==> src/rtl/prog_sequencer.sv <==
module prog_sequencer (
  input  logic       clk,
  input  logic       rst_n,
  input  logic [3:0] op,
  input  logic [8:0] operand,
  input  logic [3:0] acc,
  input  logic [3:0] ram_nib,
  input  logic [7:0] rom_data,
  input  logic       skip_in,
  output logic [8:0] fetch_addr,
  output logic [8:0] ind_addr,
  output logic       ind_strobe,
  output logic       skip_out,
  output logic [7:0] q_out
);
  localparam logic [3:0] OP_JMP  = 4'd1;
  localparam logic [3:0] OP_JP   = 4'd2;
  localparam logic [3:0] OP_JSRP = 4'd3;
  localparam logic [3:0] OP_JSR  = 4'd4;
  localparam logic [3:0] OP_RET  = 4'd5;
  localparam logic [3:0] OP_RETS = 4'd6;
  localparam logic [3:0] OP_JID  = 4'd7;
  localparam logic [3:0] OP_LQ   = 4'd8;

  logic [8:0] pc, sa, sb;
  logic [7:0] q;
  logic       busy, pend_lq, skip_q;

  wire [8:0] pc_inc   = pc + 9'd1;
  wire       live     = !busy && !skip_in;
  wire       wide_pg  = (pc_inc[8:7] == 2'b01);

  assign ind_strobe = live && (op == OP_JID || op == OP_LQ);
  assign ind_addr   = {pc_inc[8], acc, ram_nib};
  assign fetch_addr = pc;
  assign skip_out   = skip_q;
  assign q_out      = q;

  always_ff @(posedge clk) begin
    if (!rst_n) begin
      pc <= '0; sa <= '0; sb <= '0; q <= '0;
      busy <= 1'b0; pend_lq <= 1'b0; skip_q <= 1'b0;
    end else if (busy) begin
      busy   <= 1'b0;
      skip_q <= 1'b0;
      if (pend_lq) begin
        q  <= rom_data;
        pc <= pc_inc;
      end else begin
        pc <= {pc_inc[8], rom_data};
      end
    end else begin
      skip_q  <= 1'b0;
      busy    <= ind_strobe;
      pend_lq <= (op == OP_LQ);
      if (skip_in) pc <= pc_inc;
      else begin
        case (op)
          OP_JMP: pc <= operand;
          OP_JP:  pc <= wide_pg ? {pc_inc[8:7], operand[6:0]}
                                : {pc_inc[8:6], operand[5:0]};
          OP_JSRP: begin
            sa <= pc_inc; sb <= sa; pc <= {3'b010, operand[5:0]};
          end
          OP_JSR: begin
            sa <= pc_inc; sb <= sa; pc <= operand;
          end
          OP_RET: begin
            pc <= sa; sa <= sb;
          end
          OP_RETS: begin
            pc <= sa; sa <= sb; skip_q <= 1'b1;
          end
          OP_JID: ;
          OP_LQ:  sb <= sa;
          default: pc <= pc_inc;
        endcase
      end
    end
  end

  assert_jmp_R3: assert property (@(posedge clk) disable iff (!rst_n)
    (live && op == OP_JMP) |=> fetch_addr == $past(operand));
  assert_call_page_R5: assert property (@(posedge clk) disable iff (!rst_n)
    (live && op == OP_JSRP) |=> (fetch_addr[8:6] == 3'b010 && sa == $past(fetch_addr) + 9'd1));
  assert_skip_req_R8: assert property (@(posedge clk) disable iff (!rst_n)
    (live && op == OP_RETS) |=> skip_out);
  assert_single_strobe_R9: assert property (@(posedge clk) disable iff (!rst_n)
    ind_strobe |=> !ind_strobe);
  assert_lookup_stack_R10: assert property (@(posedge clk) disable iff (!rst_n)
    (ind_strobe && op == OP_LQ) |=> sb == $past(sa));
  assert_skipped_R11: assert property (@(posedge clk) disable iff (!rst_n)
    (!busy && skip_in) |=> (fetch_addr == $past(fetch_addr) + 9'd1 && !skip_out));
endmodule

==> config.mk <==
export PLATFORM = sky130hd
export DESIGN_NAME = prog_sequencer
export DESIGN_NICKNAME = d
export VERILOG_FILES = /design/src/rtl/prog_sequencer.sv
export SDC_FILE = /design/constraint.sdc
export NUM_CORES = 1
export LEC_CHECK = 0
export BUFFER_PORTS_ARGS = -buffer_cell sky130_fd_sc_hd__buf_2
export CAP_MARGIN = 40
export CELL_PAD_IN_SITES_DETAIL_PLACEMENT = 0
export CELL_PAD_IN_SITES_GLOBAL_PLACEMENT = 2
export CORE_ASPECT_RATIO = 1.4
export CORE_MARGIN = 3
export CORE_UTILIZATION = 33
export CTS_BUF_LIST = sky130_fd_sc_hd__clkbuf_8
export DETAILED_ROUTE_END_ITERATION = 10
export GPL_ROUTABILITY_DRIVEN = 0
export HOLD_SLACK_MARGIN = 0.15
export PLACE_DENSITY_LB_ADDON = 0.25
export SYNTH_ARGS = -nofsm -noshare
export SYNTH_HDL_FRONTEND = slang
export SYNTH_SLANG_ARGS = --single-unit
==> constraint.sdc <==
create_clock -name clk -period 4.2 [get_ports clk]
set_input_delay 0.84 -clock clk [delete_from_list [all_inputs] [get_ports clk]]
set_output_delay 0.84 -clock clk [all_outputs]
set_load 0.05 [all_outputs]
==> metrics, run 1 <==
outcome complete, no violations; DIE HEIGHT 104 um; vias per cell 5.46; cells taking the most area after synthesis sky130_fd_sc_hd__dfxtp_1 (33%), sky130_fd_sc_hd__nand2_1 (6.8%), sky130_fd_sc_hd__mux2i_1 (6.2%); total cell area at the placement stage 2460 um2; Max Cap Violations 0; placeable core area 6660 um2; final setup violating endpoints 0; type of the worst min-delay path reg2reg; number of synthesized register bits 38; fraction of layout instances using a drive strength above 1 0.188; pin count of the biggest net entering global routing 27; setup TNS after final layout 0 ps; filler cell count 758; post-route DRC violation count 0; number of synthesized flops with an enable pin 0; area enclosed by the die boundary 7940 um2; number of placed I/O pins 60; Yosys cell types 58; Metal-1 WL 3150 um; Avg Cell Area, Syn 7.79 um2; Mapped Nets 325; 1st-iter DRT viols 108; total length of routed met2 wires 3640 um; gate count after technology mapping 292; Worst Setup Path Type in2out; asr flop ratio synth 0; Power Dens Cells 323 nW/um2; post-route clock period utilization 0.818; Yosys top cell area share 0.334; fraction of the yosys area taken by sequential cells 0.334; CTS tree done; hold-fix buffer count after cts 0; highest layer used for signal routing met4; number of diodes added for antenna fixing 0; nature of the critical path endpoint output pin; total clock buffers created by CTS 5; final-report hold violation count 0; clock sinks 38; area occupied by multi-input gates 1330 um2; Layout Nets 351; area growth from synthesis to layout 12.5%; total global-route track usage 0.181; Die Wd 76.2 um; number of H-tree levels 2; DR WL/cell 17.6 um; area of all sequential standard cells 761 um2; number of warning messages in the yosys log 0; setup repair after global routing missed its margin false; Setup Skew 4.37 ps; wire length of the first global-routing pass 11,400 um; slew of the pin with the lowest slew margin 665 ps; Max Root-Sink Buffers 2; area of all placed cells without fillers 2560 um2; Worst EP arrival 2590 ps; initial antenna violation count 0; Initial Util 0.342; first-pass iteration count of the detailed router 4; number of global-route vias before repair 2,096; cell count after placement 403; Final Slew Violations 0; number of buffers inserted by post-CTS setup repair 0; clock transition time at the flip-flop clock pins of the worst setup and hold paths 80 ps; hold slack 456 ps; antenna viol nets, final 0; detailed route wirelength on metal3 247 um; nature of the critical path startpoint primary input; final critical delay including setup and external delays 3430 ps; overflow left after global routing 0; worst-case headroom to the max-slew limit 0.556; cts repair resizes 0; top flip-flop cell by instance count after synthesis sky130_fd_sc_hd__dfxtp_1; maximum vdd ir drop 0.202 mV; required time of the critical path 3360 ps; final non-filler cell total 411; total power after layout 0.828 mW; leakage power total 0.979 nW; CTS root buffer sky130_fd_sc_hd__clkbuf_8; summed instance area of the synthesized netlist 2270 um2; total number of vias 2,243; Placement Rows 35; area leader, netlist sky130_fd_sc_hd__dfxtp_1; clock network latency to the later pin of the worst-skew pair 290 ps; Post-Route WL 7230 um; placed wire-length estimate 5250 um; port bufs 43; largest fanout on the critical path 15; fmax 0.291 GHz
==> cell type report <==
class,count,area share
well taps,92,0.0450
multi-input cells,220,0.519
clock buffers,6,0.0323
inverters,8,0.0117
repair buffers,45,0.0900
flip-flops and latches,38,0.297
clock inverters,2,0.00489
==> synth_stat cells (all sizes together), types with 4 or more instances <==
cell type and instances:
nand3 8, xor2 5, a21oi 23, inv 7, o211ai 5, nor2 28
and2 4, mux2i 14, or3 4, a211oi 6, o21ai 18, dfxtp 38
nor2b 4, nand2 41, clkbuf 10, a31oi 5, nor3 6, buf 16
==> final timing paths <==
path / startpoint / to / slack [ps] / cells after the start
min reg2reg: q_out[1]$_SDFFE_PN0P_ / q_out[1]$_SDFFE_PN0P_ / 460 / 2
max: op[0] / ind_strobe / 770 / 5
max reg2reg: fetch_addr[0]$_SDFFE_PN0P_ / fetch_addr[6]$_SDFFE_PN0P_ / 2010 / 6
min: q_out[1]$_SDFFE_PN0P_ / q_out[1]$_SDFFE_PN0P_ / 460 / 2
==> layer usage <==
layer	vias up	track usage
met4	0	0.0687
li1	1106	-
met1	1077	0.228
met5	-	0
met2	49	0.311
met3	11	0.0251
==> power by group <==
part           total [mW]  leakage (nW)  internal [mW]  switching [mW]
Sequential          0.391         0.308          0.372          0.0193
Clock               0.272        0.0472          0.132           0.139
Combinational       0.165         0.624         0.0536           0.112
==> critical path, cell delays in order <==
cell and delay (ps):
sky130_fd_sc_hd__buf_2 190, sky130_fd_sc_hd__or4b_4 570, sky130_fd_sc_hd__a211o_1 460, sky130_fd_sc_hd__inv_1 230, sky130_fd_sc_hd__buf_2 300
==> cells by family after synthesis <==
family,Yosys count,share of synthesized area
adders and majority gates,1,0.00550
AOI/OAI and AO/OA,85,0.243
xor gates and xnor gates,8,0.0308
muxes,15,0.0666
DFF,38,0.334
and+or+nand+nor,111,0.238
buffers and inverters,34,0.0820
==> per-stage QoR <==
step	utilization	worst slack (ps)
6_report	0.384	766
3_3_place_gp	0.370	829
5_1_grt	0.384	695
3_5_place_dp	0.370	778
4_1_cts	0.384	774
2_1_floorplan	-	1140
==> sequential cells by signal, summed over array words and instances (netlist names) <==
register / flops
skip_out: 1
sa: 9
sb: 9
q_out: 8
pend_lq: 1
busy: 1
fetch_addr: 9
==> cell usage in the layout (no fill, tap or decap), types with 6 or more instances in the layout <==
cell / n
sky130_fd_sc_hd__mux2i_1: 14
sky130_fd_sc_hd__dfxtp_1: 38
sky130_fd_sc_hd__nor2_1: 27
sky130_fd_sc_hd__clkbuf_8: 6
sky130_fd_sc_hd__inv_1: 7
sky130_fd_sc_hd__nor3_1: 6
sky130_fd_sc_hd__a211oi_1: 6
sky130_fd_sc_hd__o21ai_0: 17
sky130_fd_sc_hd__buf_2: 43
sky130_fd_sc_hd__nand3_1: 8
sky130_fd_sc_hd__nand2_1: 41
sky130_fd_sc_hd__a21oi_1: 23
(Power assumes the default switching activity.)
==> run 2: changes to the inputs <==
- ABC_AREA: not set -> 1
- CORE_UTILIZATION: 33 -> 26
- clock period: 4.2 -> 2.9 ns (I/O delays scaled with it)
==> run 2 against run 1 <==
  * Synthesized area decreased by 3.5%
  * Count of clock-buffer cells in the layout unchanged
  * Utilization shrank 7.6 points
  * Critical endpoint is now ind_addr[8]
  * Sequential share of layout area grew 0.34 points
  * Critical path type is now reg2out
  * Hold slack improved by 25 ps
  * First-iteration DRC count shrank 11%
  * Clock skew is 7.2 ps higher
  * Critical path depth up 3
  * Sequential cell count unchanged
==> metrics, run 2 <==
DIE HEIGHT 115 um (+10%); Die Wd 83.7 um (+9.8%); number of synthesized register bits 38 (unchanged); final standard cell utilization of the core 0.309 (-0.0758); post-route DRC violation count 0 (unchanged); hold slack 481 ps (+25.4 ps); clock transition time at the flip-flop clock pins of the worst setup and hold paths 80 ps (about the same); relative contribution of combinational cells to total power 0.212 (+0.012); number of placed I/O pins 60 (unchanged); port bufs 43 (unchanged); number of synthesized flops with an enable pin 0 (unchanged); type of the worst min-delay path reg2reg; maximum vdd ir drop 0.190 mV (-5.8%); Final WS setup 511 ps (-255 ps); total cell area at the placement stage 2440 um2 (-1.0%); Worst Setup Path Type reg2out; hold-fix buffer count after cts 0 (unchanged); total global-route track usage 0.135 (-0.0456); most common cell after layout, fill and taps aside sky130_fd_sc_hd__nand2_1; filler cell count 938 (+24%); cells taking the most area after synthesis sky130_fd_sc_hd__dfxtp_1 (35%), sky130_fd_sc_hd__nand2_1 (11%), sky130_fd_sc_hd__o21ai_0 (8.7%); nature of the critical path startpoint flop; final-report hold violation count 0 (unchanged); placed wire-length estimate 4730 um (-9.9%); gate count after technology mapping 314 (+7.5%); sw power 0.396 mW (+46%); post-route clock period utilization 0.824; Max Cap Violations 0 (unchanged); antenna viol nets, final 0 (unchanged); Switching Fraction 0.325 (-0.00128); pin count of the biggest net entering global routing 37 (+37%); final non-filler cell total 451 (+9.7%); cts repair resizes 0 (unchanged); total power after layout 1.22 mW (+47%); area growth from synthesis to layout 15.2%; vias per cell 4.53 (-17%); number of global-route vias before repair 2,064 (-1.5%); Top cell by count, worst path sky130_fd_sc_hd__nand2_1; Power Dens Cells 481 nW/um2 (+49%); area of all placed cells without fillers 2530 um2 (-1.1%); number of H-tree levels 2 (unchanged); Post-Route WL 6100 um (-16%); overflow left after global routing 0 (unchanged); worst stage delay on the critical path 430 ps (-140 ps); CTS tree done; clock sinks 38 (unchanged); required time of the critical path 2320 ps (-1040 ps); setup TNS after final layout 0 ps (unchanged); outcome complete, no violations; Yosys top cell area share 0.346 (+0.0120); Yosys cell types 34 (-41%); Setup Skew 11.6 ps (+7.21 ps); Placement Rows 39 (+11%); DR WL/cell 13.5 um (-23%); final setup violating endpoints 0 (unchanged); largest fanout on the critical path 6 (-9); CTS root buffer sky130_fd_sc_hd__clkbuf_8; final critical delay including setup and external delays 2390 ps; asr flop ratio synth 0 (unchanged); number of buffers inserted by post-CTS setup repair 0 (unchanged); number of diodes added for antenna fixing 0 (unchanged); first-pass iteration count of the detailed router 4 (unchanged); leakage power total 1.12 nW (+14%); placeable core area 8200 um2 (+23%); Initial Util 0.268 (-0.0739); summed instance area of the synthesized netlist 2200 um2 (-3.5%); Mapped Nets 347 (+6.8%); fraction of the yosys area taken by sequential cells 0.346 (+0.0120); fmax 0.419 GHz; ranking of synthesized cells by instance count sky130_fd_sc_hd__nand2_1 (63), sky130_fd_sc_hd__nor2_1 (41), sky130_fd_sc_hd__dfxtp_1 (38), sky130_fd_sc_hd__o21ai_0 (38), sky130_fd_sc_hd__a21oi_1 (26); 1st-iter DRT viols 96 (-11%); critical-path cell list ha_1, nand3_1, inv_1, nand2_1, nand2_1, nand2_1, inv_1, buf_2; worst-case headroom to the max-slew limit 0.620 (+0.0638); Max Root-Sink Buffers 2 (unchanged); wire length of the first global-routing pass 10,400 um (-9.1%); Worst EP arrival 1810 ps (-780 ps); post-place setup slack 544 ps (-234 ps); total clock buffers created by CTS 5 (unchanged); nature of the critical path endpoint output pin; clock power share 0.316 (-0.012); total number of vias 2,043 (-8.9%); cell internal pwr 0.820 mW (+47%); sequential group share of total power 0.472 (about the same); worst-path cell with the longest stage delay sky130_fd_sc_hd__dfxtp_1; Final Slew Violations 0 (unchanged); most frequent cells in the layout sky130_fd_sc_hd__nand2_1 (63), sky130_fd_sc_hd__buf_2 (43), sky130_fd_sc_hd__nor2_1 (41); initial antenna violation count 0 (unchanged); number of warning messages in the yosys log 0 (unchanged); top flip-flop cell by instance count after synthesis sky130_fd_sc_hd__dfxtp_1; clock network latency to the later pin of the worst-skew pair 290 ps (about the same); cell count after placement 443 (+9.9%); slew of the pin with the lowest slew margin 570 ps (-94.8 ps); setup repair after global routing missed its margin false; fraction of layout instances using a drive strength above 1 0.241 (+0.0526); Layout Nets 381 (+8.5%); most repeated cell in the gate-level netlist after synthesis sky130_fd_sc_hd__nand2_1; area leader, netlist sky130_fd_sc_hd__dfxtp_1; area enclosed by the die boundary 9600 um2 (+21%); Avg Cell Area, Syn 6.99 um2 (-10%)
run 2: final timing paths:
kind                              startpoint                          to  slack (ps)  cells past startpoint
hold reg to reg        q_out[3]$_SDFFE_PN0P_       q_out[3]$_SDFFE_PN0P_         480                      2
setup reg to reg  fetch_addr[0]$_SDFFE_PN0P_  fetch_addr[6]$_SDFFE_PN0P_        1290                      7
setup / recovery  fetch_addr[0]$_SDFFE_PN0P_                 ind_addr[8]         510                      8
hold / removal         q_out[3]$_SDFFE_PN0P_       q_out[3]$_SDFFE_PN0P_         480                      2
run 2: layer usage:
| layer | vias to the layer above | wire length, um | share of wire | GRT usage |
|---|---|---|---|---|
| met3 | 6 | 225 | 0.037 | 0.0323 |
| met2 | 41 | 3150 | 0.52 | 0.246 |
| met5 | - | 0 | 0 | 0 |
| met4 | 0 | 89 | 0.015 | 0.0461 |
| li1 | 1103 | - | - | - |
| met1 | 893 | 2640 | 0.43 | 0.155 |
run 2: area by class of cell:
| cell class | count | area, um2 | area share |
|---|---|---|---|
| Multi-Input combinational cell | 230 | 1210 | 0.478 |
| Sequential cell | 38 | 761 | 0.301 |
| Timing Repair Buffer | 46 | 238 | 0.0940 |
| Tap cell | 102 | 128 | 0.0504 |
| Inverter | 27 | 104 | 0.0410 |
| Clock buffer | 6 | 82.6 | 0.0326 |
| Clock inverter | 2 | 8.76 | 0.00346 |
run 2: cell families (layout without fill, tap and decap cells):
family          after synthesis  in the layout  share of synthesized area
flops                        38             38                      0.346
fa+ha+maj                     1              1                    0.00570
compound gates               87             87                      0.242
buf+inv                      46             81                      0.103
simple gates                138            138                      0.287
xor+xnor                      4              4                     0.0160
run 2: worst max-delay path: cells and delay by family, from the launching register on:
kind	cells	cell delay, ps
buf+inv	3	510
flops	1	430
simple gates	4	310
fa+ha+maj	1	260
run 2: power by group through the flow:
| stage | Combinational, mW | Sequential (mW) | Clock, mW |
|---|---|---|---|
| after floorplan | 0.180 | 0.625 | 0 |
| after global placement | 0.261 | 0.588 | 0 |
| after detailed placement | 0.260 | 0.587 | 0 |
| after CTS | 0.261 | 0.575 | 0.405 |
| after global routing | 0.290 | 0.580 | 0.421 |
| final | 0.257 | 0.574 | 0.384 |
==> run 3: changes to the inputs <==
- CORE_UTILIZATION: 26 -> 29
- clock period: 2.9 -> 2.4 ns (I/O delays scaled with it)
==> run 3 against run 2 <==
  * Register-to-register slack worse by 610 ps
  * Critical path type unchanged
  * Setup slack got worse by 340 ps
  * Critical path depth did not move
==> metrics, run 3 (synthesis gave the netlist of run 2 again) <==
outcome complete, no violations; CTS tree done; fmax 0.449 GHz; cell count after placement 439 (-0.90%); area of all placed cells without fillers 2560 um2 (+1.1%); Worst Setup Path Type reg2out; DIE HEIGHT 109 um (-5.0%); critical-path cell list ha_1, nand3_1, inv_1, nand2_1, nand2_1, nand2_1, inv_1, buf_2; DR WL/cell 14.0 um (+3.6%); number of placed I/O pins 60 (unchanged); Max Root-Sink Buffers 2 (unchanged); maximum vdd ir drop 0.270 mV (+42%); post-route clock period utilization 0.928; final-report hold violation count 0 (unchanged); Final Slew Violations 0 (unchanged); final critical delay including setup and external delays 2230 ps; setup TNS after final layout 0 ps (unchanged); setup repair after global routing missed its margin false; 1st-iter DRT viols 95 (-1.0%); fraction of layout instances using a drive strength above 1 0.244 (+0.00363); Power Dens Cells 608 nW/um2 (+26%); worst-path cell with the longest stage delay sky130_fd_sc_hd__dfxtp_1; type of the worst min-delay path in2reg; wire length of the first global-routing pass 10,300 um (-0.93%); Placement Rows 36 (-7.7%); largest fanout on the critical path 6 (unchanged); final setup violating endpoints 0 (unchanged); most common cell after layout, fill and taps aside sky130_fd_sc_hd__nand2_1; Worst EP arrival 1750 ps (-60 ps); worst-case headroom to the max-slew limit 0.667 (+0.0467); number of H-tree levels 2 (unchanged); port bufs 43 (unchanged); Top cell by count, worst path sky130_fd_sc_hd__nand2_1; post-place setup slack 308 ps (-236 ps); hold-fix buffer count after cts 0 (unchanged); required time of the critical path 1920 ps (-400 ps); slew of the pin with the lowest slew margin 500 ps (-70.6 ps); final standard cell utilization of the core 0.357 (+0.0487); clock sinks 38 (unchanged); category of cells accounting for the largest share of critical-path delay buffers and inverters; placeable core area 7160 um2 (-13%); clock network latency to the later pin of the worst-skew pair 300 ps (about the same); leakage power total 1.14 nW (+2.1%); Final WS setup 172 ps (-339 ps); Max Cap Violations 0 (unchanged); total number of vias 2,078 (+1.7%); final non-filler cell total 447 (-0.89%); total global-route track usage 0.152 (+0.0173); total clock buffers created by CTS 5 (unchanged); area growth from synthesis to layout 16.5%; nature of the critical path startpoint flop; number of buffers inserted by post-CTS setup repair 0 (unchanged); total power after layout 1.55 mW (+28%); overflow left after global routing 0 (unchanged); Setup Skew 11.9 ps (+0.297 ps); cts repair resizes 0 (unchanged); area enclosed by the die boundary 8670 um2 (-9.7%); number of diodes added for antenna fixing 0 (unchanged); placed wire-length estimate 4860 um (+2.8%); Initial Util 0.307 (+0.0387); Die Wd 79.5 um (-4.9%); hold slack 436 ps (-45.3 ps); CTS root buffer sky130_fd_sc_hd__clkbuf_8; Layout Nets 384 (+0.79%); antenna viol nets, final 0 (unchanged); pin count of the biggest net entering global routing 23 (-38%); clock transition time at the flip-flop clock pins of the worst setup and hold paths 80 ps (about the same); Post-Route WL 6260 um (+2.6%); post-route DRC violation count 0 (unchanged); number of global-route vias before repair 2,043 (-1.0%); most frequent cells in the layout sky130_fd_sc_hd__nand2_1 (63), sky130_fd_sc_hd__buf_2 (43), sky130_fd_sc_hd__nor2_1 (41); initial antenna violation count 0 (unchanged); total cell area at the placement stage 2450 um2 (+0.56%); nature of the critical path endpoint output pin; vias per cell 4.65 (+2.6%); Worst Path Buf+Inv 3 (unchanged); first-pass iteration count of the detailed router 4 (unchanged); worst stage delay on the critical path 410 ps (-20 ps)
==> run 3: changes by cell type in the layout (fill, tap and decap cells not counted) <==
cell / before / now
sky130_fd_sc_hd__inv_1: 22 / 23
sky130_fd_sc_hd__clkbuf_8: 6 / 5
sky130_fd_sc_hd__buf_4: 3 / 6
sky130_fd_sc_hd__clkinv_2: 1 / 0
sky130_fd_sc_hd__bufinv_16: 0 / 1
==> run 3: path summary, 6_finish.rpt <==
path                              start  cells past startpoint  slack [ps]                          to
max reg2reg             busy$_SDFF_PP0_                      6         680  fetch_addr[2]$_SDFFE_PN0P_
max          fetch_addr[0]$_SDFFE_PN0P_                      8         170                 ind_addr[8]
min reg2reg          sb[0]$_SDFFE_PN0P_                      2         480          sa[0]$_SDFFE_PN0P_
min                         rom_data[6]                      3         440       q_out[6]$_SDFFE_PN0P_
==> run 3: where the power goes <==
group          switching (mW)  internal (mW)  leakage [nW]  total (mW)
Clock                   0.238          0.303        0.0607       0.541
Sequential             0.0298          0.663         0.310       0.693
Combinational           0.216          0.105         0.772       0.321
==> run 3: worst register-to-register path: stages, from the launching register on <==
cell and delay (ps):
sky130_fd_sc_hd__dfxtp_1 580, sky130_fd_sc_hd__nand2_1 280, sky130_fd_sc_hd__inv_1 420, sky130_fd_sc_hd__nand2_1 110
sky130_fd_sc_hd__nand2_1 70, sky130_fd_sc_hd__nor2_1 50, sky130_fd_sc_hd__a21oi_2 130
==> run 3: area by class of cell <==
type | count | area, um2
tap | 95 | 119
sequential | 38 | 761
timing repair buffer | 49 | 260
fill | 800 | 4600
clock inverter | 3 | 37.5
inverter | 27 | 104
clock buffer | 5 | 68.8
multi-input combinational | 230 | 1210
==> run 3: per-layer routing <==
layer	vias to the layer above	track usage	wire, um
li1	1102	-	-
met1	932	0.187	2760
met2	37	0.263	3170
met3	7	0.0314	228
met4	0	0.0528	98
met5	-	0	0
